[config.mk]
export PLATFORM = sky130hd
export DESIGN_NAME = audio_cfg_bank
export DESIGN_NICKNAME = d
export VERILOG_FILES = /design/src/rtl/acfg_pkg.sv /design/src/rtl/acfg_word.sv /design/src/rtl/acfg_pulser.sv /design/src/rtl/audio_cfg_bank.sv
export SDC_FILE = /design/constraint.sdc
export NUM_CORES = 1
export LEC_CHECK = 0
export CORE_MARGIN = 3
export CORE_UTILIZATION = 53
export CTS_BUF_LIST = sky130_fd_sc_hd__clkbuf_16
export DETAILED_ROUTE_END_ITERATION = 8
export PLACE_DENSITY = 0.9
export SKIP_LAST_GASP = 1
export SLEW_MARGIN = 40
export SYNTH_ARGS = -nofsm -noshare
export SYNTH_HDL_FRONTEND = slang
export SYNTH_SLANG_ARGS = --single-unit
export TNS_END_PERCENT = 100
[constraint.sdc]
create_clock -name clk -period 2.05 [get_ports clk]
set_input_delay 0.41 -clock clk [delete_from_list [all_inputs] [get_ports clk]]
set_output_delay 0.41 -clock clk [all_outputs]
set_load 0.05 [all_outputs]
[src/rtl/acfg_pkg.sv]
package acfg_pkg;
  localparam int DW = 8;

  // Convert a microsecond interval into a whole number of clock cycles (at least 1).
  function automatic int pulse_cycles(input longint clk_hz, input longint usec);
    longint c;
    c = (clk_hz * usec) / 64'd1000000;
    if (c < 1) c = 1;
    return int'(c);
  endfunction

  // True when any bit selected by mask differs between the stored and incoming word.
  function automatic logic watched_change(input logic [DW-1:0] cur,
                                          input logic [DW-1:0] nxt,
                                          input logic [DW-1:0] mask);
    return |((cur ^ nxt) & mask);
  endfunction
endpackage

[src/rtl/acfg_word.sv]
module acfg_word
  import acfg_pkg::*;
#(
  parameter logic [DW-1:0] RST_VAL    = '0,
  parameter logic [DW-1:0] WATCH_MASK = '0
) (
  input  logic          clk,
  input  logic          rst_n,
  input  logic          we,
  input  logic [DW-1:0] wdata,
  output logic [DW-1:0] q,
  output logic          fmt_change
);
  always_ff @(posedge clk or negedge rst_n) begin
    if (!rst_n) q <= RST_VAL;
    else if (we) q <= wdata;
  end

  assign fmt_change = we & watched_change(q, wdata, WATCH_MASK);

  // without a write the stored word holds
  p_hold_r7: assert property (@(posedge clk) disable iff (!rst_n)
    !we |=> $stable(q));
endmodule

[src/rtl/acfg_pulser.sv]
module acfg_pulser #(
  parameter int CYCLES = 16
) (
  input  logic clk,
  input  logic rst_n,
  input  logic start,
  output logic busy
);
  localparam int CW = $clog2(CYCLES + 1);
  localparam logic [CW-1:0] LOAD = CW'(CYCLES);

  logic [CW-1:0] cnt;

  always_ff @(posedge clk or negedge rst_n) begin
    if (!rst_n) cnt <= LOAD;
    else if (start) cnt <= LOAD;
    else if (cnt != '0) cnt <= cnt - 1'b1;
  end

  assign busy = (cnt != '0);

  // a start, even mid-pulse, reloads the full count
  p_restart_r8: assert property (@(posedge clk) disable iff (!rst_n)
    start |=> cnt == LOAD);
  // an active pulse counts down by one per cycle
  p_count_r9: assert property (@(posedge clk) disable iff (!rst_n)
    busy && !start |=> cnt == $past(cnt) - 1'b1);
endmodule

[src/rtl/audio_cfg_bank.sv]
module audio_cfg_bank
  import acfg_pkg::*;
#(
  parameter longint CLK_HZ   = 50_000_000,
  parameter int     PULSE_US = 300,
  parameter int     AW       = 2
) (
  input  logic          clk,
  input  logic          rst_n,
  input  logic          wr_en,
  input  logic [AW-1:0] addr,
  input  logic [7:0]    wdata,
  output logic [7:0]    rdata,
  output logic [7:0]    rx_cfg,
  output logic [7:0]    adc_cfg,
  output logic          rx_rst_n,
  output logic          adc_rst_n
);
  localparam int NDEV  = 2;
  localparam int PULSE = pulse_cycles(CLK_HZ, longint'(PULSE_US));
  localparam logic [NDEV-1:0][7:0] RSTV = {8'h41, 8'h38};
  localparam logic [NDEV-1:0][7:0] MASK = {8'h02, 8'h0E};
  localparam logic [NDEV-1:0][2:0] RBIT = {3'd0, 3'd4};

  logic [NDEV-1:0][7:0] word;
  logic [NDEV-1:0]      dev_busy;
  logic [NDEV-1:0]      dev_rst_n;
  logic [NDEV-1:0]      dev_change;

  for (genvar i = 0; i < NDEV; i++) begin : g_dev
    logic sel;
    assign sel = wr_en && (addr == AW'(i));

    acfg_word #(.RST_VAL(RSTV[i]), .WATCH_MASK(MASK[i])) u_word (
      .clk(clk), .rst_n(rst_n), .we(sel), .wdata(wdata),
      .q(word[i]), .fmt_change(dev_change[i])
    );

    acfg_pulser #(.CYCLES(PULSE)) u_pulse (
      .clk(clk), .rst_n(rst_n), .start(dev_change[i]), .busy(dev_busy[i])
    );

    assign dev_rst_n[i] = word[i][RBIT[i]] & ~dev_busy[i];
  end

  always_comb begin
    rdata = '0;
    for (int i = 0; i < NDEV; i++)
      if (addr == AW'(i)) rdata = word[i];
  end

  assign rx_cfg    = word[0];
  assign adc_cfg   = word[1];
  assign rx_rst_n  = dev_rst_n[0];
  assign adc_rst_n = dev_rst_n[1];

  logic rx_busy;
  assign rx_busy = dev_busy[0];

  // a receiver format-field change drives its reset low next cycle
  p_rx_fmt_r3: assert property (@(posedge clk) disable iff (!rst_n)
    wr_en && addr == AW'(0) && ((wdata ^ rx_cfg) & 8'h0E) != 8'h00 |=> !rx_rst_n);
  // a converter format change drives its reset low next cycle
  p_adc_fmt_r4: assert property (@(posedge clk) disable iff (!rst_n)
    wr_en && addr == AW'(1) && (wdata[1] != adc_cfg[1]) |=> !adc_rst_n);
  // same-value write on an idle line leaves the line following its bit
  p_same_r5: assert property (@(posedge clk) disable iff (!rst_n)
    wr_en && addr == AW'(0) && wdata == rx_cfg && !rx_busy |=> rx_rst_n == rx_cfg[4]);
  // a released line implies its enable bit is set
  p_rel_rx_r6: assert property (@(posedge clk) disable iff (!rst_n)
    rx_rst_n |-> rx_cfg[4]);
  p_rel_adc_r6: assert property (@(posedge clk) disable iff (!rst_n)
    adc_rst_n |-> adc_cfg[0]);
  // a write lands in the addressed word
  p_wr_r7: assert property (@(posedge clk) disable iff (!rst_n)
    wr_en && addr == AW'(0) |=> rx_cfg == $past(wdata));
endmodule

; Yosys cells after proc, flatten, opt, wreduce, memory -nomap -nowiden
; Index checks and enable logic that the tools add are counted.
[word_totals]
ff_bits = 44
input_bits = 13
output_inout_bits = 26
[classes]
addsub = 2
eq_ne = 1
n_mux = 6
bitwise = 8
reduce_logical = 8
[ops]
columns = cell, n
row1 = 2-to-1 mux 14 bit, 4
row2 = nonzero test 14 bit, 2
row3 = "subtractor 14 x 1 -> 14 bit, second input constant", 2
row4 = 2-to-1 mux 8 bit, 2
row5 = bitwise AND 1 bit, 4
row6 = nonzero test 2 bit, 2
row7 = XOR 4 bit, 1
row8 = OR reduction 3 bit, 1
row9 = "equality test 2 x 1 -> 1 bit, second input constant", 1
row10 = logical AND 1 bit, 2
row11 = logical NOT 2 bit, 1
row12 = NOT 1 bit, 2
row13 = XOR 2 bit, 1

; Longest topological paths before layout
; Gate-level depths: netlist of run 1.
[logic_depth]
ltp_word = 4
mapped_depth = 7

; Cells and area by module
; Synthesis of run 1 repeated with hierarchy kept, for this count alone.
[hier_totals]
hier_cells = 228
hier_area_um2 = 2443.6
[by_module_without_submodules]
columns = mod, n_inst, cells_each, area_per_inst_um2, seq_area_each_um2
row1 = acfg_pulser, 2, 83, 797.0, 359.1
row2 = acfg_word at g_dev[1].u_word, 1, 19, 350.3, 202.7
row3 = acfg_word at g_dev[0].u_word, 1, 21, 340.3, 203.9
row4 = audio_cfg_bank, 1, 22, 158.9, 0.0

; Least setup slack after synthesis of run 1
; Ideal clock, no wire load.
[synth_path]
path_kind = reg-to-output
start = reg g_dev[1].u_pulse.cnt[0]
end = out adc_rst_n
arrival_ps = 2007
t_required_ps = 1640
path_slack_ps = -367
path_stages_with_launch = 6
n_path_buf = 0
cell_sequence = dfrtp_1 inv_1 ha_1 nor3b_1 nand4_2 nor2_1
[synth_between]
elab_chain_cells = 3
[synth_lines]
columns = item, line
row1 = from (decl), acfg_pulser.sv:12  ; logic [CW-1:0] cnt;
row2 = from (signal assigned), acfg_pulser.sv:17  ; else if (cnt != '0) cnt <= cnt - 1'b1;
row3 = nonzero test 14 bit, acfg_pulser.sv:20  ; assign busy = (cnt != '0);
row4 = NOT 1 bit, audio_cfg_bank.sv:43  ; assign dev_rst_n[i] = word[i][RBIT[i]] & ~dev_busy[i];
row5 = bitwise AND 1 bit, audio_cfg_bank.sv:43
row6 = to (decl), audio_cfg_bank.sv:17  ; output logic adc_rst_n
; No other way between the ends.

; Worst setup path after layout of run 1
[layout_path]
start = reg g_dev[0].u_pulse.cnt[1]
end = out rx_rst_n
[layout_between]
elab_chain_cells = 3
[layout_lines]
columns = item, line
row1 = from (decl), acfg_pulser.sv:12
row2 = from (signal assigned), acfg_pulser.sv:17
row3 = nonzero test 14 bit, acfg_pulser.sv:20
row4 = NOT 1 bit, audio_cfg_bank.sv:43
row5 = bitwise AND 1 bit, audio_cfg_bank.sv:43
row6 = to (decl), audio_cfg_bank.sv:16  ; output logic rx_rst_n,
; No other way between the ends.

==> reports/qor.txt, run 1 <==
share of post-route cells with drive strength above 1 - 37.72%
Post-Syn Area - 2349 µm²
Initial Utilization - 56.67%
Least-Margin Pin Slew - 0.8369 ns
routability cong. - 0.9023
Worst VDD drop - 883.7 µV
# clock sinks - 44
Starting DRT DRC Count - 244
vias in the first global route - 2267
Clock Skew - 0.003171 ns
crit path max fanout - 4
Rows - 23
Leak - 0.001334 µW
top-count cell post-synth - dfrtp_1
diode count - 0
clk_lat worst skew - 0.29 ns
syn avg cell area - 10.72 µm²
initial antenna violation count - 0
Post-synth EDFFs - 0
CTS H-Tree Depth - 2
PortBufs - 38
Syn Nets - 234
Syn-to-layout area delta - 39.64%
critical-path cell list - inv_2 > ha_4 > nor4b_4 > and4_1 > and2_4 > buf_12
Clock Tree Root - clkbuf_16
dpl ws - 0.003362 ns
Distinct cells, synth - 52
Via-to-Cell Ratio - 6.674
CP peak stage delay - 0.40 ns
cells after synthesis - 219
asr flop ratio synth - 100.0%
period utilization - 101.3%
crit end category - output port
Data arrival, critical path - 1.67 ns
critical path class - reg -> out
Max-cap violations - 0
die width - 72.57 µm
status - finished with violations
fin nets - 295
final cell count without fillers - 331
die area - 5266 µm²
hold buffers post-CTS - 0
Synth area leaders - dfrtp_1 (27%), dfstp_2 (21%), mux2_2 (7.7%)
PwrDens - 1142 nW/µm²
global-route wire length before repair - 11670 µm
DP Cell Count - 317
Layout fillers - 199
Seq/Total Area, Yosys - 47.90%
Inserted Clock Buffers - 5
Synth top area share - 26.64%
# setup viols final - 1
Worst Hold Class - in -> async
Max Root-Sink Buffers - 2
fmax - 481.7 MHz
ys flop type - dfrtp_1
post-synth top area cell - dfrtp_1
drt drc - 0
core area - 4144 µm²
post-route ant nets - 0
Synth Register Bits - 44
GR Overflow Total - 0
dpl hpwl - 4103 µm
CP startpoint kind - flop
Global Route Usage Sum - 28.91%
Die Y - 72.57 µm
Boundary Pins - 39
drt total wl - 7229 µm
total number of vias - 2209
slowest CP cell - dfrtp_1
Worst-path clk slew - 0.06 ns
Rel. slew slack - 43.73%
CTS tree - done
drt first pass iters - 4
Ys Warns - 0
min setup slack post-route - -0.02618 ns
RSZ-0062 raised after global routing - true
final hold slack - 0.1873 ns
Final Critical Period - 2.076 ns
DR WL/cell - 21.84 µm
Final Hold Fails - 0
failing checks - negative setup slack
required time worst endpoint - 1.64 ns
most common library cells after synthesis - dfrtp_1 (25), nor2_1 (22), dfstp_2 (19), mux2_2 (16), a21oi_1 (13)
largest net degree at the start of global routing - 45
fin. max-slew vios - 0
==> layout make-up <==
cell class / count / area (µm²) / area share, %
flip-flops and latches: 44 / 1125 / 34.30
inverters: 8 / 30.03 / 0.9157
well taps: 50 / 62.56 / 1.908
repair buffers: 63 / 665.6 / 20.30
clock buffers: 5 / 125.1 / 3.815
clock inverters: 3 / 13.76 / 0.4197
multi-input cells: 158 / 1257 / 38.34
==> report_power, final <==
group / internal (µW) / switching (µW)
combinational: 645 / 800
clock: 443 / 338
sequential: 1170 / 350
==> kinds of logic after synthesis <==
| group | after synthesis | synth area share (%) |
|---|---|---|
| AOI/OAI and AO/OA | 43 | 12.73 |
| xor gates and xnor gates | 7 | 2.611 |
| adders and majority gates | 2 | 1.065 |
| buffers and inverters | 17 | 2.930 |
| DFF | 44 | 47.90 |
| muxes | 26 | 11.93 |
| and+or+nand+nor | 80 | 20.83 |
==> metal layers <==
metal	GRT usage (%)	wire, µm	up-vias
met3	9.557	673	31
met1	36.54	2878	1094
met2	46.99	3469	147
li1	-	-	937
met5	0	0	-
met4	9.016	208	0
==> repair_timing <==
item | CTS | global route
endpoints found under the setup margin | 2 | 9
hold endpoints to repair | 0 | 0
gates resized for setup | 8 | 10
buffers inserted | 5 | 1
pin swaps | 4 | 3
==> placed cells by master (no fill, tap or decap), types with 4 or more instances in the layout <==
cell type         n
mux2i_1           9
dfrtp_1          25
nor3_1            7
dfstp_2          19
inv_1             5
buf_4            29
or4_1             5
nand3_1           4
a211o_1           4
mux2_2           16
clkbuf_16         5
xnor2_1           4
nand3b_1          4
nand2_1           8
o21ai_0           6
buf_12           11
a21oi_1          13
clkdlybuf4s50_1  21
nor2_1           21
==> worst max-delay path, delay by kind of cell (launching register included) <==
family | cells | cell delay [ns]
buf+inv | 2 | 0.21
fa+ha+maj | 1 | 0.15
simple gates | 3 | 0.62
flops | 1 | 0.40
==> path summary, 6_finish.rpt <==
check | startpoint | endpoint | slack, ns | cells after the start
setup / recovery | g_dev[0].u_pulse.cnt[1]$_DFFE_PN0P_ | rx_rst_n | -0.03 | 6
hold / removal | rst_n | g_dev[1].u_word.q[4]$_DFFE_PN0P_ | 0.19 | 2
setup reg to reg | g_dev[1].u_pulse.cnt[0]$_DFFE_PN0P_ | g_dev[1].u_pulse.cnt[11]$_DFFE_PN1P_ | 0 | 5
hold reg to reg | g_dev[0].u_pulse.cnt[13]$_DFFE_PN1P_ | g_dev[0].u_pulse.cnt[12]$_DFFE_PN1P_ | 0.55 | 2
max in group asynchronous | rst_n | g_dev[0].u_pulse.cnt[4]$_DFFE_PN1P_ | 1.48 | 2
min in group clk | g_dev[0].u_pulse.cnt[13]$_DFFE_PN1P_ | g_dev[0].u_pulse.cnt[12]$_DFFE_PN1P_ | 0.55 | 2
==> state kept, by name, summed over array words and instances (netlist names) <==
name / cells
g_dev.u_pulse.cnt: 28
g_dev.u_word.q: 16
==> per-stage QoR <==
stage | total power, µW | setup TNS, ns | util, % | instance area [µm²]
finish | 3745 | -0.02618 | 79.14 | 3279
global route | 3884 | -0.3185 | 79.14 | 3279
CTS | 3587 | -0.0008243 | 77.66 | 3218
detailed placement | 2683 | 0 | 72.40 | 3000
global placement | 2612 | 0 | 72.40 | 3000
floorplan | 2208 | -0.02480 | - | 2359
(Power assumes the default switching activity.)
==> inputs of run 2 (changes only) <==
Settings changed: HOLD_SLACK_MARGIN from default to 0.1, MAX_ROUTING_LAYER from default to met4, SLEW_MARGIN 40 to 10.
==> run 2 against run 1 <==
- the run still ends with negative setup slack left
- non-clock buffer count unchanged
- maximum frequency up 0.84%
- global-route usage up 0.86 points
- first-iteration DRC count down 15%
- via count up 0.50%
- utilization unchanged
- register-to-register slack better by 0.02 ns
- clock-buffer cell count unchanged
- combinational power about the same
- worst hold slack worse by 0.0086 ns
- critical endpoint unchanged
- largest power group unchanged
- highest routed layer unchanged
==> reports/qor.txt, run 2 (synthesized netlist as in run 1, its figures left out) <==
clk_lat worst skew - 0.29 ns (about the same)
Boundary Pins - 39 (unchanged)
Clock Tree Root - clkbuf_16
drt drc - 0 (unchanged)
share of post-route cells with drive strength above 1 - 37.72% (unchanged)
reg2reg end - g_dev[1].u_pulse.cnt[11]$_DFFE_PN1P_
min setup slack post-route - -0.008986 ns (+0.01719 ns)
fin. max-slew vios - 0 (unchanged)
CTS tree - done
drt first pass iters - 5 (+1)
Reg with most FFs - g_dev.u_pulse.cnt
Global Route Usage Sum - 29.77% (+0.86 points)
largest registers - g_dev.u_pulse.cnt (28), g_dev.u_word.q (16)
critical path class - reg -> out
Least-Margin Pin Slew - 0.8370 ns (+0.0001290 ns)
required time worst endpoint - 1.64 ns (about the same)
Reg2Reg Depth - 5 (unchanged)
RSZ-0062 raised after global routing - true
Net Sw Frac - 39.65% (-0.081 points)
Inserted Clock Buffers - 5 (unchanged)
drt total wl - 7237 µm (+0.11%)
total number of vias - 2220 (+0.50%)
initial antenna violation count - 0 (unchanged)
fmax - 485.7 MHz (+0.84%)
Data arrival, critical path - 1.65 ns (-0.02 ns)
Rows - 23 (unchanged)
Leak - 0.001334 µW (unchanged)
core area - 4144 µm² (unchanged)
CTS H-Tree Depth - 2 (unchanged)
PwrDens - 1141 nW/µm² (-0.13%)
Syn-to-layout area delta - 39.64% (unchanged)
total area of sequential cells - 1125 µm² (unchanged)
Max Root-Sink Buffers - 2 (unchanged)
PortBufs - 38 (unchanged)
routability cong. - 0.9177 (+1.7%)
Die Y - 72.57 µm (unchanged)
Worst Hold Class - in -> async
Final Hold Fails - 0 (unchanged)
commonest non-fill, non-tap cell in the layout - buf_4
Starting DRT DRC Count - 208 (-15%)
global-route wire length before repair - 11670 µm (unchanged)
dpl hpwl - 4103 µm (unchanged)
Max-cap violations - 0 (unchanged)
Initial Utilization - 56.67% (unchanged)
Clock Skew - 0.003022 ns (-0.0001490 ns)
hold buffers post-CTS - 0 (unchanged)
final hold slack - 0.1787 ns (-0.008608 ns)
fin nets - 295 (unchanged)
Worst VDD drop - 882.5 µV (-0.14%)
Seq pwr share - 40.6% (about the same)
Core Util, Final - 79.14% (unchanged)
Largest register FFs - 28 (unchanged)
crit path max fanout - 4 (unchanged)
die width - 72.57 µm (unchanged)
Rel. slew slack - 43.72% (about the same)
Post-Layout Inst Area - 3279 µm² (unchanged)
Multi-input gate area - 1257 µm² (unchanged)
largest net degree at the start of global routing - 45 (unchanged)
dpl cell area - 3000 µm² (unchanged)
status - finished with violations
GR Overflow Total - 0 (unchanged)
Cell Int Power - 2257 µW (about the same)
crit end category - output port
# clock sinks - 44 (unchanged)
Clock Power Share - 20.9% (about the same)
Combinational Power Share - 38.5% (about the same)
post-route ant nets - 0 (unchanged)
Layout fillers - 199 (unchanged)
diode count - 0 (unchanged)
failing checks - negative setup slack
most frequent cells in the layout - buf_4 (29), dfrtp_1 (25), nor2_1 (21), clkdlybuf4s50_1 (21), dfstp_2 (19)
vias in the first global route - 2256 (-0.49%)
dpl ws - 0.003362 ns (unchanged)
R2R Path Start - g_dev[1].u_pulse.cnt[0]$_DFFE_PN0P_
Via-to-Cell Ratio - 6.707 (+0.50%)
Pwr Total - 3740 µW (-0.13%)
DR WL/cell - 21.86 µm (+0.11%)
die area - 5266 µm² (unchanged)
R2R Setup Slk - 0.02 ns (+0.02 ns)
Final Critical Period - 2.059 ns (-0.01719 ns)
# setup viols final - 1 (unchanged)
Sw Pwr - 1483 µW (-0.33%)
Worst-path clk slew - 0.06 ns (about the same)
period utilization - 100.4% (-0.84 points)
CP startpoint kind - flop
-- run 2: worst max path at each step --
stage / end / depth (start not counted) / from
2_1_floorplan: adc_rst_n / 5 / g_dev[1].u_pulse.cnt[0]$_DFFE_PN0P_
3_3_place_gp: g_dev[0].u_pulse.cnt[7]$_DFFE_PN1P_ / 4 / wdata[1]
3_5_place_dp: g_dev[0].u_pulse.cnt[7]$_DFFE_PN1P_ / 4 / wdata[1]
4_1_cts: rx_rst_n / 6 / g_dev[0].u_pulse.cnt[1]$_DFFE_PN0P_
5_1_grt: g_dev[1].u_pulse.cnt[11]$_DFFE_PN1P_ / 5 / g_dev[1].u_pulse.cnt[0]$_DFFE_PN0P_
6_report: rx_rst_n / 6 / g_dev[0].u_pulse.cnt[0]$_DFFE_PN0P_
-- run 2: per-layer routing --
layer  GRT usage (%)  up-vias  wire [µm]
li1                -      934          -
met1           37.25     1093       2908
met2           47.19      164       3459
met3           8.449       29        686
met4           8.607        0        183
met5               -        -          0
-- run 2: worst max-delay path: stages (launching register included) --
cell and delay (ns):
dfrtp_1 0.39, inv_2 0.08, ha_4 0.15, nor4b_4 0.20, and4_1 0.24, and2_4 0.16, buf_12 0.13
-- run 2: area by class of cell --
class                      count  area share [%]
multi-input combinational    158           38.34
sequential                    44           34.30
tap                           50           1.908
timing repair buffer          63           20.30
clock inverter                 3          0.4197
inverter                       8          0.9157
clock buffer                   5           3.815
-- run 2: stage by stage --
stage	TNS, ns	instances
after floorplan	-0.02480	219
after global placement	0	317
after detailed placement	0	317
after CTS	-0.0008243	330
after global routing	-0.3185	331
final	-0.008986	331
-- run 2: power groups by stage --
| stage | Clock [µW] | Sequential (µW) | Combinational, µW |
|---|---|---|---|
| finish | 782 | 1520 | 1440 |
| global route | 807 | 1550 | 1530 |
| CTS | 770 | 1470 | 1350 |
| detailed placement | 0 | 1460 | 1230 |
| global placement | 0 | 1430 | 1180 |
| floorplan | 0 | 1610 | 600 |
-- run 2: repair_timing --
action                     4_1_cts  5_1_grt
pin swaps                        4        3
buffers inserted                 5        1
resized for setup                8       10
setup endpoints to repair        2        9
